===== src/rtl/fir2_pkg.sv =====
package fir2_pkg;

    // Sample and arithmetic widths
    parameter int SMP_W = 8;
    parameter int RAW_W = SMP_W + 2;   // holds 4*s + 3*s_prev modulo 2**RAW_W
    parameter int TST_W = 8;           // width after truncation, before the bit tests
    parameter int RES_W = TST_W - 2;   // clipped output width

    // Bit positions tested by the clip stage
    localparam int NEG_BIT = TST_W - 1;
    localparam int OVF_BIT = TST_W - 2;

    // Tap weights
    localparam int W_NOW  = 4;
    localparam int W_PREV = 3;

    typedef enum logic [2:0] {
        ST_IDLE  = 3'd0,
        ST_SUM   = 3'd1,
        ST_STORE = 3'd2,
        ST_CLIP  = 3'd3,
        ST_HOLD  = 3'd4
    } fir2_state_e;

    typedef struct packed {
        logic cap_en;
        logic sum_en;
        logic store_en;
        logic clip_en;
    } fir2_ctl_s;

endpackage


===== src/rtl/fir2_ctrl.sv =====
module fir2_ctrl
    import fir2_pkg::*;
(
    input  logic        clk,
    input  logic        rst_n,
    input  logic        start_i,
    output fir2_ctl_s   ctl_o,
    output logic        done_o,
    output fir2_state_e state_o
);

    fir2_state_e state_q;
    fir2_state_e state_d;

    // State register
    always_ff @(posedge clk or negedge rst_n) begin
        if (!rst_n) begin
            state_q <= ST_IDLE;
        end else begin
            state_q <= state_d;
        end
    end

    // Next-state logic
    always_comb begin
        state_d = state_q;
        unique case (state_q)
            ST_IDLE:  if (start_i) state_d = ST_SUM;
            ST_SUM:   state_d = ST_STORE;
            ST_STORE: state_d = ST_CLIP;
            ST_CLIP:  state_d = ST_HOLD;
            ST_HOLD:  if (!start_i) state_d = ST_IDLE;
            default:  state_d = ST_IDLE;
        endcase
    end

    // Output decode
    always_comb begin
        ctl_o  = '0;
        done_o = 1'b0;
        unique case (state_q)
            ST_IDLE:  ctl_o.cap_en   = start_i;
            ST_SUM:   ctl_o.sum_en   = 1'b1;
            ST_STORE: ctl_o.store_en = 1'b1;
            ST_CLIP:  ctl_o.clip_en  = 1'b1;
            ST_HOLD:  done_o         = 1'b1;
            default:  done_o         = 1'b0;
        endcase
    end

    assign state_o = state_q;

endmodule


===== src/rtl/fir2_tap_path.sv =====
module fir2_tap_path
    import fir2_pkg::*;
(
    input  logic             clk,
    input  logic             rst_n,
    input  fir2_ctl_s        ctl_i,
    input  logic [SMP_W-1:0] sample_i,
    output logic [TST_W-1:0] raw_o,
    output logic [RAW_W-1:0] tap_o,
    output logic [SMP_W-1:0] smp_o
);

    logic [SMP_W-1:0] smp_q;
    logic [RAW_W-1:0] tap_q;
    logic [TST_W-1:0] raw_q;
    logic [RAW_W-1:0] sum_w;
    logic [RAW_W-1:0] next_tap_w;

    assign sum_w      = RAW_W'(W_NOW)  * RAW_W'(smp_q) + tap_q;
    assign next_tap_w = RAW_W'(W_PREV) * RAW_W'(smp_q);

    // Sample capture: only on the accepting edge
    always_ff @(posedge clk or negedge rst_n) begin
        if (!rst_n) begin
            smp_q <= '0;
        end else if (ctl_i.cap_en) begin
            smp_q <= sample_i;
        end
    end

    // Truncated sum, formed from the old tap
    always_ff @(posedge clk or negedge rst_n) begin
        if (!rst_n) begin
            raw_q <= '0;
        end else if (ctl_i.sum_en) begin
            raw_q <= TST_W'(sum_w);
        end
    end

    // Tap update, strictly after the sum
    always_ff @(posedge clk or negedge rst_n) begin
        if (!rst_n) begin
            tap_q <= '0;
        end else if (ctl_i.store_en) begin
            tap_q <= next_tap_w;
        end
    end

    assign raw_o = raw_q;
    assign tap_o = tap_q;
    assign smp_o = smp_q;

endmodule


===== src/rtl/fir2_clip.sv =====
module fir2_clip
    import fir2_pkg::*;
(
    input  logic [TST_W-1:0] raw_i,
    output logic [RES_W-1:0] res_o
);

    always_comb begin
        if (raw_i[NEG_BIT]) begin
            res_o = '0;
        end else if (raw_i[OVF_BIT]) begin
            res_o = '1;
        end else begin
            res_o = raw_i[RES_W-1:0];
        end
    end

endmodule


===== src/rtl/fir2_top.sv =====
module fir2_top
    import fir2_pkg::*;
(
    input  logic             clk,
    input  logic             rst_n,
    input  logic             start_i,
    input  logic [SMP_W-1:0] sample_i,
    output logic             done_o,
    output logic [RES_W-1:0] result_o
);

    fir2_ctl_s        ctl_w;
    fir2_state_e      st_w;
    logic [TST_W-1:0] raw_w;
    logic [RAW_W-1:0] tap_w;
    logic [SMP_W-1:0] smp_w;
    logic [RES_W-1:0] clip_w;
    logic [RES_W-1:0] result_q;

    fir2_ctrl u_ctrl (
        .clk     (clk),
        .rst_n   (rst_n),
        .start_i (start_i),
        .ctl_o   (ctl_w),
        .done_o  (done_o),
        .state_o (st_w)
    );

    fir2_tap_path u_path (
        .clk      (clk),
        .rst_n    (rst_n),
        .ctl_i    (ctl_w),
        .sample_i (sample_i),
        .raw_o    (raw_w),
        .tap_o    (tap_w),
        .smp_o    (smp_w)
    );

    fir2_clip u_clip (
        .raw_i (raw_w),
        .res_o (clip_w)
    );

    // Result register: loaded once per call, on the edge that enters ST_HOLD
    always_ff @(posedge clk or negedge rst_n) begin
        if (!rst_n) begin
            result_q <= '0;
        end else if (ctl_w.clip_en) begin
            result_q <= clip_w;
        end
    end

    assign result_o = result_q;

endmodule


===== config.mk =====
export PLATFORM = sky130hd
export DESIGN_NAME = fir2_top
export DESIGN_NICKNAME = d
export VERILOG_FILES = /design/src/rtl/fir2_pkg.sv /design/src/rtl/fir2_ctrl.sv /design/src/rtl/fir2_tap_path.sv /design/src/rtl/fir2_clip.sv /design/src/rtl/fir2_top.sv
export SDC_FILE = /design/constraint.sdc
export NUM_CORES = 1
export LEC_CHECK = 0
export BUFFER_PORTS_ARGS = -buffer_cell sky130_fd_sc_hd__buf_2
export CAP_MARGIN = 20
export CORE_MARGIN = 1.5
export CORE_UTILIZATION = 60
export CTS_BUF_LIST = sky130_fd_sc_hd__clkbuf_4
export DETAILED_ROUTE_END_ITERATION = 7
export PLACE_DENSITY = 0.81
export SYNTH_ARGS = -nofsm -noshare
export SYNTH_HDL_FRONTEND = slang
export SYNTH_SLANG_ARGS = --single-unit
export TNS_END_PERCENT = 50

===== constraint.sdc =====
create_clock -name clk -period 5.5 [get_ports clk]
set_clock_uncertainty 0.15 [all_clocks]
set_input_delay 0.275 -clock clk [delete_from_list [all_inputs] [get_ports clk]]
set_output_delay 0.275 -clock clk [all_outputs]
set_load 0.05 [all_outputs]

### Yosys cells after proc, flatten, opt, wreduce, memory -nomap -nowiden

Cells that the tools add are included.

| storage, ports and cells | value |
|---|---|
| register bits | 33 |
| output and inout bits | 7 |

| cells by class | value |
|---|---|
| equal/unequal tests | 6 |
| reduce and logical (&&, ||, !) cells | 2 |
| multiplexer cells | 10 |
| add/subtract/negate cells | 1 |
| multiply operators | 1 |

Operator list:

| cell | number |
|---|---|
| one-hot mux 3 bit (5 select lines) | 1 |
| 2-to-1 mux 6 bit | 2 |
| adder 8 bit | 1 |
| multiplier 2 x 8 -> 8 bit, first input constant | 1 |
| equality test 3 x 2 -> 1 bit, second input constant | 2 |
| 2-to-1 mux 3 bit | 2 |
| 2-to-1 mux 1 bit | 5 |
| inequality test 2 bit, second input constant | 2 |
| equality test 3 x 1 -> 1 bit, second input constant | 1 |
| equality test 3 bit, second input constant | 1 |
| zero test 3 bit | 1 |
| AND reduction 2 bit | 1 |

### Longest topological paths before layout

Gate-level depths: netlist (run 1).

| depth | value |
|---|---|
| word-level depth | 3 |
| depth in mapped cells | 6 |
| mapped depth without buffers | 6 |

### Hierarchy

From an unflattened synthesis (run 1), not the netlist that was laid out.

| second synthesis, totals | value |
|---|---|
| cell total of the unflattened synthesis | 177 |
| area, all modules | 2,019.4 um2 |

Modules (own cells, without submodules):

| module | cells an instance | area each (um2) | times used | seq. area each (um2) |
|---|---|---|---|---|
| fir2_tap_path | 143 | 1,559.0 | 1 | 650.6 |
| fir2_top | 13 | 251.5 | 1 | 150.1 |
| fir2_ctrl | 15 | 148.9 | 1 | 75.1 |
| fir2_clip | 6 | 60.1 | 1 | 0.0 |

### Worst setup path after synthesis (run 1)

OpenSTA, ideal clock, no wires.

| timing path | value |
|---|---|
| kind | reg-to-reg |
| start | register u_path.smp_q[1] (netlist: u_path.smp_o[1]) |
| end | register u_path.tap_q[7] (netlist: u_path.tap_o[7]) |
| arrival | 1.695 ns |
| slack | 3.536 ns |
| buffers on the path | 0 |
| period minus slack after synthesis | 1.964 ns |
| stages on the path, launching flop included | 7 |
| cell sequence | dfrtp_1 -> ha_1 -> fa_1 -> a21o_1 -> a221oi_2 -> xnor2_1 -> o21ai_2 |

| between the ends | value |
|---|---|
| word-level cells in the longest chain between the ends | 1 |

RTL lines:

| what | RTL line | source |
|---|---|---|
| start: declaration | fir2_tap_path.sv:13 | `logic [SMP_W-1:0] smp_q;` |
| start signal: assignment | fir2_tap_path.sv:27 | `smp_q <= sample_i;` |
| multiplier 2 x 8 -> 8 bit | fir2_tap_path.sv:20 | `assign next_tap_w = RAW_W'(W_PREV) * RAW_W'(smp_q);` |
| end signal: assignment | fir2_tap_path.sv:45 | `tap_q <= next_tap_w;` |
| end: declaration | fir2_tap_path.sv:14 | `logic [RAW_W-1:0] tap_q;` |

No other way between the ends.
A chain may end at the register's enable or synchronous reset.

### Worst setup path in the final report (run 1)

Ends and elaborated chain as after synthesis.

==> key figures, run 1 <==
Finish
  • Layout area overhead: 9.36%
  • Final cell count without fillers: 212
  • Nets@finish: 204
  • Filler cell count: 227
  • ANT cells: 0
  • Layout cells sized above 1: 19.9%

Logic synthesis
  • Syn_nets: 183
  • Post-Syn Area per Cell: 10.6 sq um
  • Count leader, synth: nand2_1
  • Synthesized cell area: 1680 sq um
  • Distinct cells, synth: 29
  • Synth Warn #: 0
  • Synth top area share: 49.0%
  • Synth area leader: dfrtp_1
  • Synth top area cells: dfrtp_1 (49%), nand2_1 (8.7%), ha_1 (8.2%), mux2_2 (5.3%), o31ai_1 (2.7%)
  • Most frequent cells after synthesis: nand2_1 (39), dfrtp_1 (33), ha_1 (11)
  • Register area share after synthesis: 49.0%
  • Async SR Flop Fraction: 100%
  • Top FF cell, synth: dfrtp_1
  • Seq cells post-synth: 33
  • Post-synthesis cell count: 159
  • Post-synth EDFFs: 0

Setup path
  • Slowest stage delay, CP: 0.48 ns
  • CP required: 5.57 ns
  • Worst EP arrival: 2.16 ns
  • Critical Path End Type: flip-flop
  • Critical Path Source: u_path.smp_o[1]
  • Worst R2R End: u_path.tap_o[7]
  • WS Path Type: reg2reg
  • Reg2reg path depth: 6
  • Crit-path cells: ha_1 > fa_1 > a21o_1 > a221oi_2 > xnor2_1 > o21ai_2
  • Crit-path max FO: 6
  • R2R Setup Slk: 3.40 ns
  • Reg2Reg Launch Point: u_path.smp_o[1]
  • Crit-path slowest cell: dfrtp_1
  • Setup crit start kind: flip-flop

Worst hold path
  • Hold path cells: 2
  • Hold_sp: sample_i[3]
  • Worst min-delay path class: in2reg
  • WHS Endpoint: u_path.smp_o[3]

Drt
  • Post-route ant nets: 0
  • Routed WL per cell: 13.9 microns
  • Via density: 5.66
  • Routed via count: 1199
  • WL final: 2.94 mm
  • DRC viols: 0
  • Initial DRC count: 33
  • Drt first pass iters: 4

Clock network
  • Clock Pin Slew Worst Setup and Hold Paths: 0.09 ns
  • H-Tree Level Count: 2
  • CTS root buf: clkbuf_4
  • Max Root-Sink Buffers: 2
  • Clock latency on the worst-skew pair: 0.33 ns
  • Resized Gates After CTS: 0
  • CTS tree: done
  • CTS buffer count: 5
  • Clock sinks: 33

Timing
  • Final min period: 2.10 ns
  • Worst relative slew slack: 52.1%
  • Slew Viols, Final: 0
  • Period Utilization, post-route: 38.1%
  • TNS Setup: 0 ns
  • Final hold vios: 0
  • Hold slack: 0.0181 ns
  • RSZ-0062 raised after global routing: false
  • Final WS setup: 3.40 ns
  • Final setup violation count: 0
  • Worst Tran Pin Value: 0.718 ns
  • Achievable Freq: 0.477 GHz

Place
  • Gpl congestion: 0.823
  • Hpwl dp: 2.22 mm
  • Post-Place Cells: 203
  • Count of input and output buffers: 17
  • Setup WS pre-CTS: 3.41 ns

Floorplanning
  • Core box area: 2710 sq um
  • Initial Util: 62.1%
  • Full die area: 3130 sq um
  • # IOs: 18
  • DIE WIDTH: 56.0 microns
  • Site Rows: 19
  • Chip Height: 56.0 microns

Job
  • Max-Cap Viols: 0

Global routing
  • Total grt overflow: 0
  • Initial antenna violation count: 0
  • Vias in the first global route: 1202
  • Largest net degree at the start of global routing: 34
  • First-pass GRT wire length: 5.15 mm
  • GRT Total Usage: 21.6%

Outcome
  • Status: completed
-- routing by layer --
metal	routed length [microns]	GRT usage [%]	vias to the layer above
li1	-	-	599
met1	1260	24.3	576
met2	1550	38.0	18
met3	98	6.98	6
met4	33	8.16	0
met5	0	0	-
-- repair_timing --
item,4_1_cts,5_1_grt
setup buffers,0,0
endpoints found under the hold margin,33,0
hold buffers,1,0
-- worst max-delay path, delay by kind of cell (launching register included) --
| family | cells | cell delay, ns |
|---|---|---|
| AOI/OAI and AO/OA | 3 | 0.52 |
| xor gates and xnor gates | 1 | 0.17 |
| adders and majority gates | 2 | 0.65 |
| DFF | 1 | 0.48 |
-- cell usage in the layout (no fill, tap or decap), drive strengths merged, types with 2 or more instances in the layout --
cell	instances
nand2	39
dfrtp	33
buf	17
ha	11
nor2	11
mux2	8
o21ai	7
o31ai	6
a21o	5
a21oi	5
xor2	5
xnor2	5
clkbuf	5
nand4	4
clkinv	3
and2	2
a31oi	2
nand3	2
fa	2
-- worst max path at each step --
| stage | to | slack (ns) | depth (start not counted) |
|---|---|---|---|
| 5_1_grt | u_path.tap_o[7] | 3.34 | 6 |
| 2_1_floorplan | u_path.tap_o[7] | 3.54 | 6 |
| 6_report | u_path.tap_o[7] | 3.40 | 6 |
| 3_3_place_gp | u_path.tap_o[7] | 3.47 | 6 |
| 4_1_cts | u_path.tap_o[7] | 3.40 | 6 |
| 3_5_place_dp | u_path.tap_o[7] | 3.41 | 6 |
-- cells by family (layout without fill, tap and decap cells) --
logic type | Yosys count | count (layout) | synth area share, %
AND/OR/NAND/NOR | 62 | 62 | 16.5
multiplexers | 8 | 8 | 5.35
adder cells (fa/ha/maj) | 13 | 13 | 10.5
flip-flops | 33 | 33 | 49.0
AO/OA/AOI/OAI | 29 | 29 | 11.8
XOR/XNOR | 10 | 10 | 5.20
buffers and inverters | 4 | 26 | 1.56
-- final cells by class --
class	instances	area [sq um]	share of cell area (%)
clock buffers	5	37.5	2.04
clock inverters	3	12.5	0.679
multi-input cells	122	832	45.2
flip-flops and latches	33	826	44.8
well taps	31	38.8	2.11
repair buffers	18	95.1	5.16
-- flip-flops by register name, summed over array words and instances, names as in the netlist --
signal,flops
u_ctrl.state_o,3
u_path.tap_o,8
u_path.raw_o,8
u_path.smp_o,8
result_o,6
-- stage by stage --
step / utilization, % / cell area [sq um]
floorplan: - / 1680
global placement: 65.7 / 1780
detailed placement: 65.7 / 1780
CTS: 68.0 / 1840
global route: 68.0 / 1840
finish: 68.0 / 1840
Power of run 1 is not shown: default switching activity piles up to over one toggle a cycle in this logic, so the estimate is an artifact.
==> run 2: changes to the inputs <==
==> constraint.sdc (replaced) <==
create_clock -name clk -period 2.2 [get_ports clk]
set_clock_uncertainty 0.15 [all_clocks]
set_input_delay 0.11 -clock clk [delete_from_list [all_inputs] [get_ports clk]]
set_output_delay 0.11 -clock clk [all_outputs]
set_load 0.05 [all_outputs]
==> run 2 against run 1 <==
Global-route usage increased by 0.37 points. Cell count increased by 4.2%. Clock-buffer cell count increased by 1. Utilization increased by 4.4 points. Critical endpoint unchanged. Highest routed layer unchanged.
==> key figures, run 2 (synthesized netlist as in run 1, its figures left out) <==
Outcome
  • Status: completed

Finish
  • Register Area: 826 sq um (unchanged)
  • Filler cell count: 225 (-0.88%)
  • Nets@finish: 213 (+4.4%)
  • Layout area overhead: 16.4%
  • Most frequent cells in the layout: nand2_1 (39), dfrtp_1 (33), buf_2 (17)
  • ANT cells: 0 (unchanged)
  • Multi-input combinational cell area: 832 sq um (unchanged)
  • Layout cells sized above 1: 19.5% (-0.42 points)
  • Most common cell after layout, fill and taps aside: nand2_1

Place
  • Hpwl dp: 2.19 mm (-1.4%)
  • Gpl congestion: 0.835 (+1.4%)
  • Count of input and output buffers: 17 (unchanged)
  • Setup WS pre-CTS: 0.112 ns (-3.29 ns)

Timing
  • Final min period: 2.09 ns (-0.00316 ns)
  • Final WS setup: 0.107 ns (-3.30 ns)
  • Period Utilization, post-route: 95.1% (+57 points)
  • Worst relative slew slack: 53.2% (+1.1 points)
  • Slew Viols, Final: 0 (unchanged)
  • Final setup violation count: 0 (unchanged)
  • TNS Setup: 0 ns (unchanged)
  • Final hold vios: 0 (unchanged)
  • RSZ-0062 raised after global routing: false
  • Hold slack: 0.198 ns (+0.180 ns)
  • Achievable Freq: 0.478 GHz (+0.15%)
  • Worst Tran Pin Value: 0.701 ns (-0.0166 ns)

Setup path
  • Critical Path End Type: flip-flop
  • Worst EP arrival: 2.17 ns (about the same)
  • WS Path Type: reg2reg
  • Crit-path max FO: 6 (unchanged)
  • CP required: 2.27 ns (-3.30 ns)
  • Setup crit start kind: flip-flop

Pwr
  • Leak: 0.969 nW
  • Pwr/cell area: 1780 nW/um^2
  • Max VDD drop: 1.22 mV
  • Final Total Pwr: 3.49 mW

Global routing
  • First-pass GRT wire length: 5.29 mm (+2.7%)
  • GRT Total Usage: 22.0% (+0.37 points)
  • Largest net degree at the start of global routing: 34 (unchanged)
  • Total grt overflow: 0 (unchanged)
  • Vias in the first global route: 1229 (+2.2%)
  • Initial antenna violation count: 0 (unchanged)

Drt
  • Initial DRC count: 34 (+3.0%)
  • Via density: 5.58 (-1.3%)
  • Routed via count: 1234 (+2.9%)
  • Routed WL per cell: 14.0 microns (+0.89%)
  • Drt first pass iters: 4 (unchanged)
  • WL final: 3.09 mm (+5.2%)
  • Post-route ant nets: 0 (unchanged)
  • DRC viols: 0 (unchanged)

Clock network
  • Setup Buffers After CTS: 0 (unchanged)
  • CTS tree: done
  • Clock latency on the worst-skew pair: 0.33 ns (about the same)
  • H-Tree Level Count: 2 (unchanged)
  • # hold bufs at CTS: 10 (+9)
  • Resized Gates After CTS: 0 (unchanged)
  • Clock Pin Slew Worst Setup and Hold Paths: 0.10 ns (about the same)
  • Clock sinks: 33 (unchanged)
  • CTS buffer count: 5 (unchanged)
  • CTS root buf: clkbuf_4
  • Max Root-Sink Buffers: 2 (unchanged)

Floorplanning
  • Full die area: 3130 sq um (unchanged)
  • DIE WIDTH: 56.0 microns (unchanged)
  • Initial Util: 62.1% (unchanged)
  • Core box area: 2710 sq um (unchanged)
  • Site Rows: 19 (unchanged)
  • # IOs: 18 (unchanged)
  • Chip Height: 56.0 microns (unchanged)

Worst hold path
  • Worst min-delay path class: in2async

Job
  • Max-Cap Viols: 0 (unchanged)
## run 2: routing by layer
layer / vias to the layer above / wire (microns) / GRT usage, % / part of all wire (%)
met5: - / 0 / 0 / 0
met4: 0 / 75 / 9.18 / 2.4
met3: 10 / 122 / 5.35 / 3.9
met2: 31 / 1580 / 40.0 / 51
met1: 581 / 1310 / 24.2 / 42
li1: 612 / - / - / -
## run 2: worst paths after layout
check,end,cells past startpoint,from,slack [ns]
setup / recovery,u_path.tap_o[7],6,u_path.smp_o[1],0.11
hold / removal,u_ctrl.state_o[0],2,rst_n,0.20
setup reg to reg,u_path.tap_o[7],6,u_path.smp_o[1],0.11
hold reg to reg,result_o[4],2,result_o[4],0.33
max in group asynchronous,u_path.smp_o[1],2,rst_n,1.24
min in group clk,result_o[4],2,result_o[4],0.33
## run 2: cell type report
type                       count  area share [%]
clock buffer                   6            2.30
timing repair buffer          27            9.44
tap                           31            1.98
sequential                    33            42.1
multi-input combinational    122            42.4
clock inverter                 2            1.72
## run 2: critical path: stages, from the launching register on
cell and delay (ns):
dfrtp_1 0.48, ha_1 0.26, fa_1 0.40, a21o_1 0.22, a221oi_2 0.25, xnor2_1 0.17, o21ai_2 0.06
## run 2: power by group
group / internal (mW) / switching [mW] / total, mW
Combinational: 0.784 / 1.07 / 1.86
Sequential: 0.906 / 0.289 / 1.20
Clock: 0.249 / 0.194 / 0.443
Total: 1.94 / 1.56 / 3.49
## run 2: through the flow
stage | std cells | utilization (%) | area (sq um)
CTS | 221 | 72.3 | 1960
floorplan | 159 | - | 1680
global placement | 203 | 65.7 | 1780
finish | 221 | 72.3 | 1960
detailed placement | 203 | 65.7 | 1780
global route | 221 | 72.3 | 1960
Note: power is estimated with default switching activity, not from simulation.
==> run 3: changes to the inputs <==
==> constraint.sdc (replaced) <==
create_clock -name clk -period 2.2 [get_ports clk]
set_clock_uncertainty 0.15 [all_clocks]
set_input_delay 0.55 -clock clk [delete_from_list [all_inputs] [get_ports clk]]
set_output_delay 0.55 -clock clk [all_outputs]
set_load 0.05 [all_outputs]
==> run 3 against run 2 <==
Maximum frequency increased by 0.42%. Critical path depth unchanged. Register-to-register slack about the same.
==> key figures, run 3 (synthesized netlist as in run 1, its figures left out) <==
Timing
  • Worst relative slew slack: 52.6% (-0.63 points)
  • Final setup violation count: 0 (unchanged)
  • Slew Viols, Final: 0 (unchanged)
  • RSZ-0062 raised after global routing: false
  • Worst Tran Pin Value: 0.711 ns (+0.00952 ns)
  • Achievable Freq: 0.480 GHz (+0.42%)
  • TNS Setup: 0 ns (unchanged)
  • Final hold vios: 0 (unchanged)
  • Period Utilization, post-route: 94.7% (-0.40 points)
  • Final min period: 2.08 ns (-0.00880 ns)

Global routing
  • Total grt overflow: 0 (unchanged)
  • First-pass GRT wire length: 5.04 mm (-4.8%)
  • Vias in the first global route: 1143 (-7.0%)
  • GRT Total Usage: 21.1% (-0.89 points)
  • Initial antenna violation count: 0 (unchanged)
  • Largest net degree at the start of global routing: 34 (unchanged)

Setup path
  • CP required: 2.27 ns (about the same)
  • Crit-path cells: ha_1 > fa_1 > a21o_1 > a221oi_2 > xnor2_1 > o21ai_2
  • Setup crit start kind: flip-flop
  • Critical Path End Type: flip-flop
  • Buffers & Inverters on Critical Path: 0 (unchanged)
  • Slowest stage delay, CP: 0.48 ns (about the same)
  • Crit-path max FO: 6 (unchanged)
  • Top delay family on crit path: adder cells
  • Worst EP arrival: 2.16 ns (about the same)
  • Crit-path slowest cell: dfrtp_1
  • WS Path Type: reg2reg

Finish
  • ANT cells: 0 (unchanged)
  • Layout area overhead: 10.6%
  • Filler cell count: 241 (+7.1%)
  • Nets@finish: 203 (-4.7%)
  • Layout cells sized above 1: 20.6% (+1.1 points)
  • Most frequent cells in the layout: nand2_1 (39), dfrtp_1 (33), buf_2 (16)
  • Most common cell after layout, fill and taps aside: nand2_1

Floorplanning
  • DIE WIDTH: 56.0 microns (unchanged)
  • Core box area: 2710 sq um (unchanged)
  • Chip Height: 56.0 microns (unchanged)
  • # IOs: 18 (unchanged)
  • Site Rows: 19 (unchanged)
  • Full die area: 3130 sq um (unchanged)
  • Initial Util: 62.1% (unchanged)

Worst hold path
  • Worst min-delay path class: in2async

Drt
  • Drt first pass iters: 4 (unchanged)
  • Initial DRC count: 24 (-29%)
  • DR WL met2: 1.54 mm (-2.4%)
  • Post-route ant nets: 0 (unchanged)
  • DRC viols: 0 (unchanged)
  • Via density: 5.61 (+0.50%)
  • WL met1: 1.29 mm (-1.7%)
  • Top Metal Used: met4
  • Routed WL per cell: 14.0 microns (+0.27%)
  • WL final: 2.96 mm (-4.3%)
  • Routed via count: 1184 (-4.1%)
  • Routed met3 length: 86 microns (-30%)

Clock network
  • Clock Pin Slew Worst Setup and Hold Paths: 0.09 ns (about the same)
  • Max Root-Sink Buffers: 2 (unchanged)
  • # hold bufs at CTS: 0 (-10)
  • CTS tree: done
  • CTS root buf: clkbuf_4
  • H-Tree Level Count: 2 (unchanged)
  • Setup Buffers After CTS: 0 (unchanged)
  • Clock sinks: 33 (unchanged)
  • Clock latency on the worst-skew pair: 0.33 ns (about the same)
  • CTS buffer count: 5 (unchanged)

Place
  • Count of input and output buffers: 17 (unchanged)
  • Gpl congestion: 0.835 (unchanged)
  • Hpwl dp: 2.19 mm (unchanged)

Outcome
  • Status: completed

Job
  • Max-Cap Viols: 0 (unchanged)
## run 3: final timing paths
| path | startpoint | endpoint | slack [ns] | cells past startpoint |
|---|---|---|---|---|
| worst max-delay path | u_path.smp_o[1] | u_path.tap_o[7] | 0.12 | 6 |
| worst min-delay path | rst_n | result_o[0] | 0.10 | 1 |
| worst max register to register | u_path.smp_o[1] | u_path.tap_o[7] | 0.12 | 6 |
| worst min register to register | result_o[4] | result_o[4] | 0.33 | 2 |
| max in group asynchronous | rst_n | u_path.smp_o[2] | 1.33 | 1 |
| min in group clk | start_i | u_ctrl.state_o[0] | 0.29 | 2 |
## run 3: metrics by stage
step	cell area, sq um	instances	util, %	hold slack [ns]	setup slack (ns)
detailed placement	1780	203	65.7	0.308	0.112
global placement	1780	203	65.7	0.304	0.172
global route	1860	211	68.7	0.166	0.0268
finish	1860	211	68.7	0.103	0.116
floorplan	1680	159	-	0.104	0.236
CTS	1860	211	68.7	0.122	0.0896
## run 3: worst register-to-register path, stage by stage, from the launching register on
cell and delay (ns):
dfrtp_1 0.48, ha_1 0.25, fa_1 0.40, a21o_1 0.22, a221oi_2 0.25, xnor2_1 0.17
o21ai_2 0.06
## run 3: what timing repair did
action	CTS	global route
gates resized for setup	0	1
endpoints found under the hold margin	0	0
endpoints found under the setup margin	0	1
## run 3: final cells by class
cell class              instances  area, sq um  area share, %
clock buffers                   6         45.0           2.42
well taps                      31         38.8           2.08
multi-input cells             122          832           44.7
clock inverters                 2         33.8           1.81
flip-flops and latches         33          826           44.3
repair buffers                 17         87.6           4.70
## run 3: per-layer routing
layer	up-vias	GRT usage [%]
met4	0	8.16
met2	22	37.5
met5	-	0
met3	6	4.88
li1	595	-
met1	561	24.5
Power of run 3 is left out for the same reason.
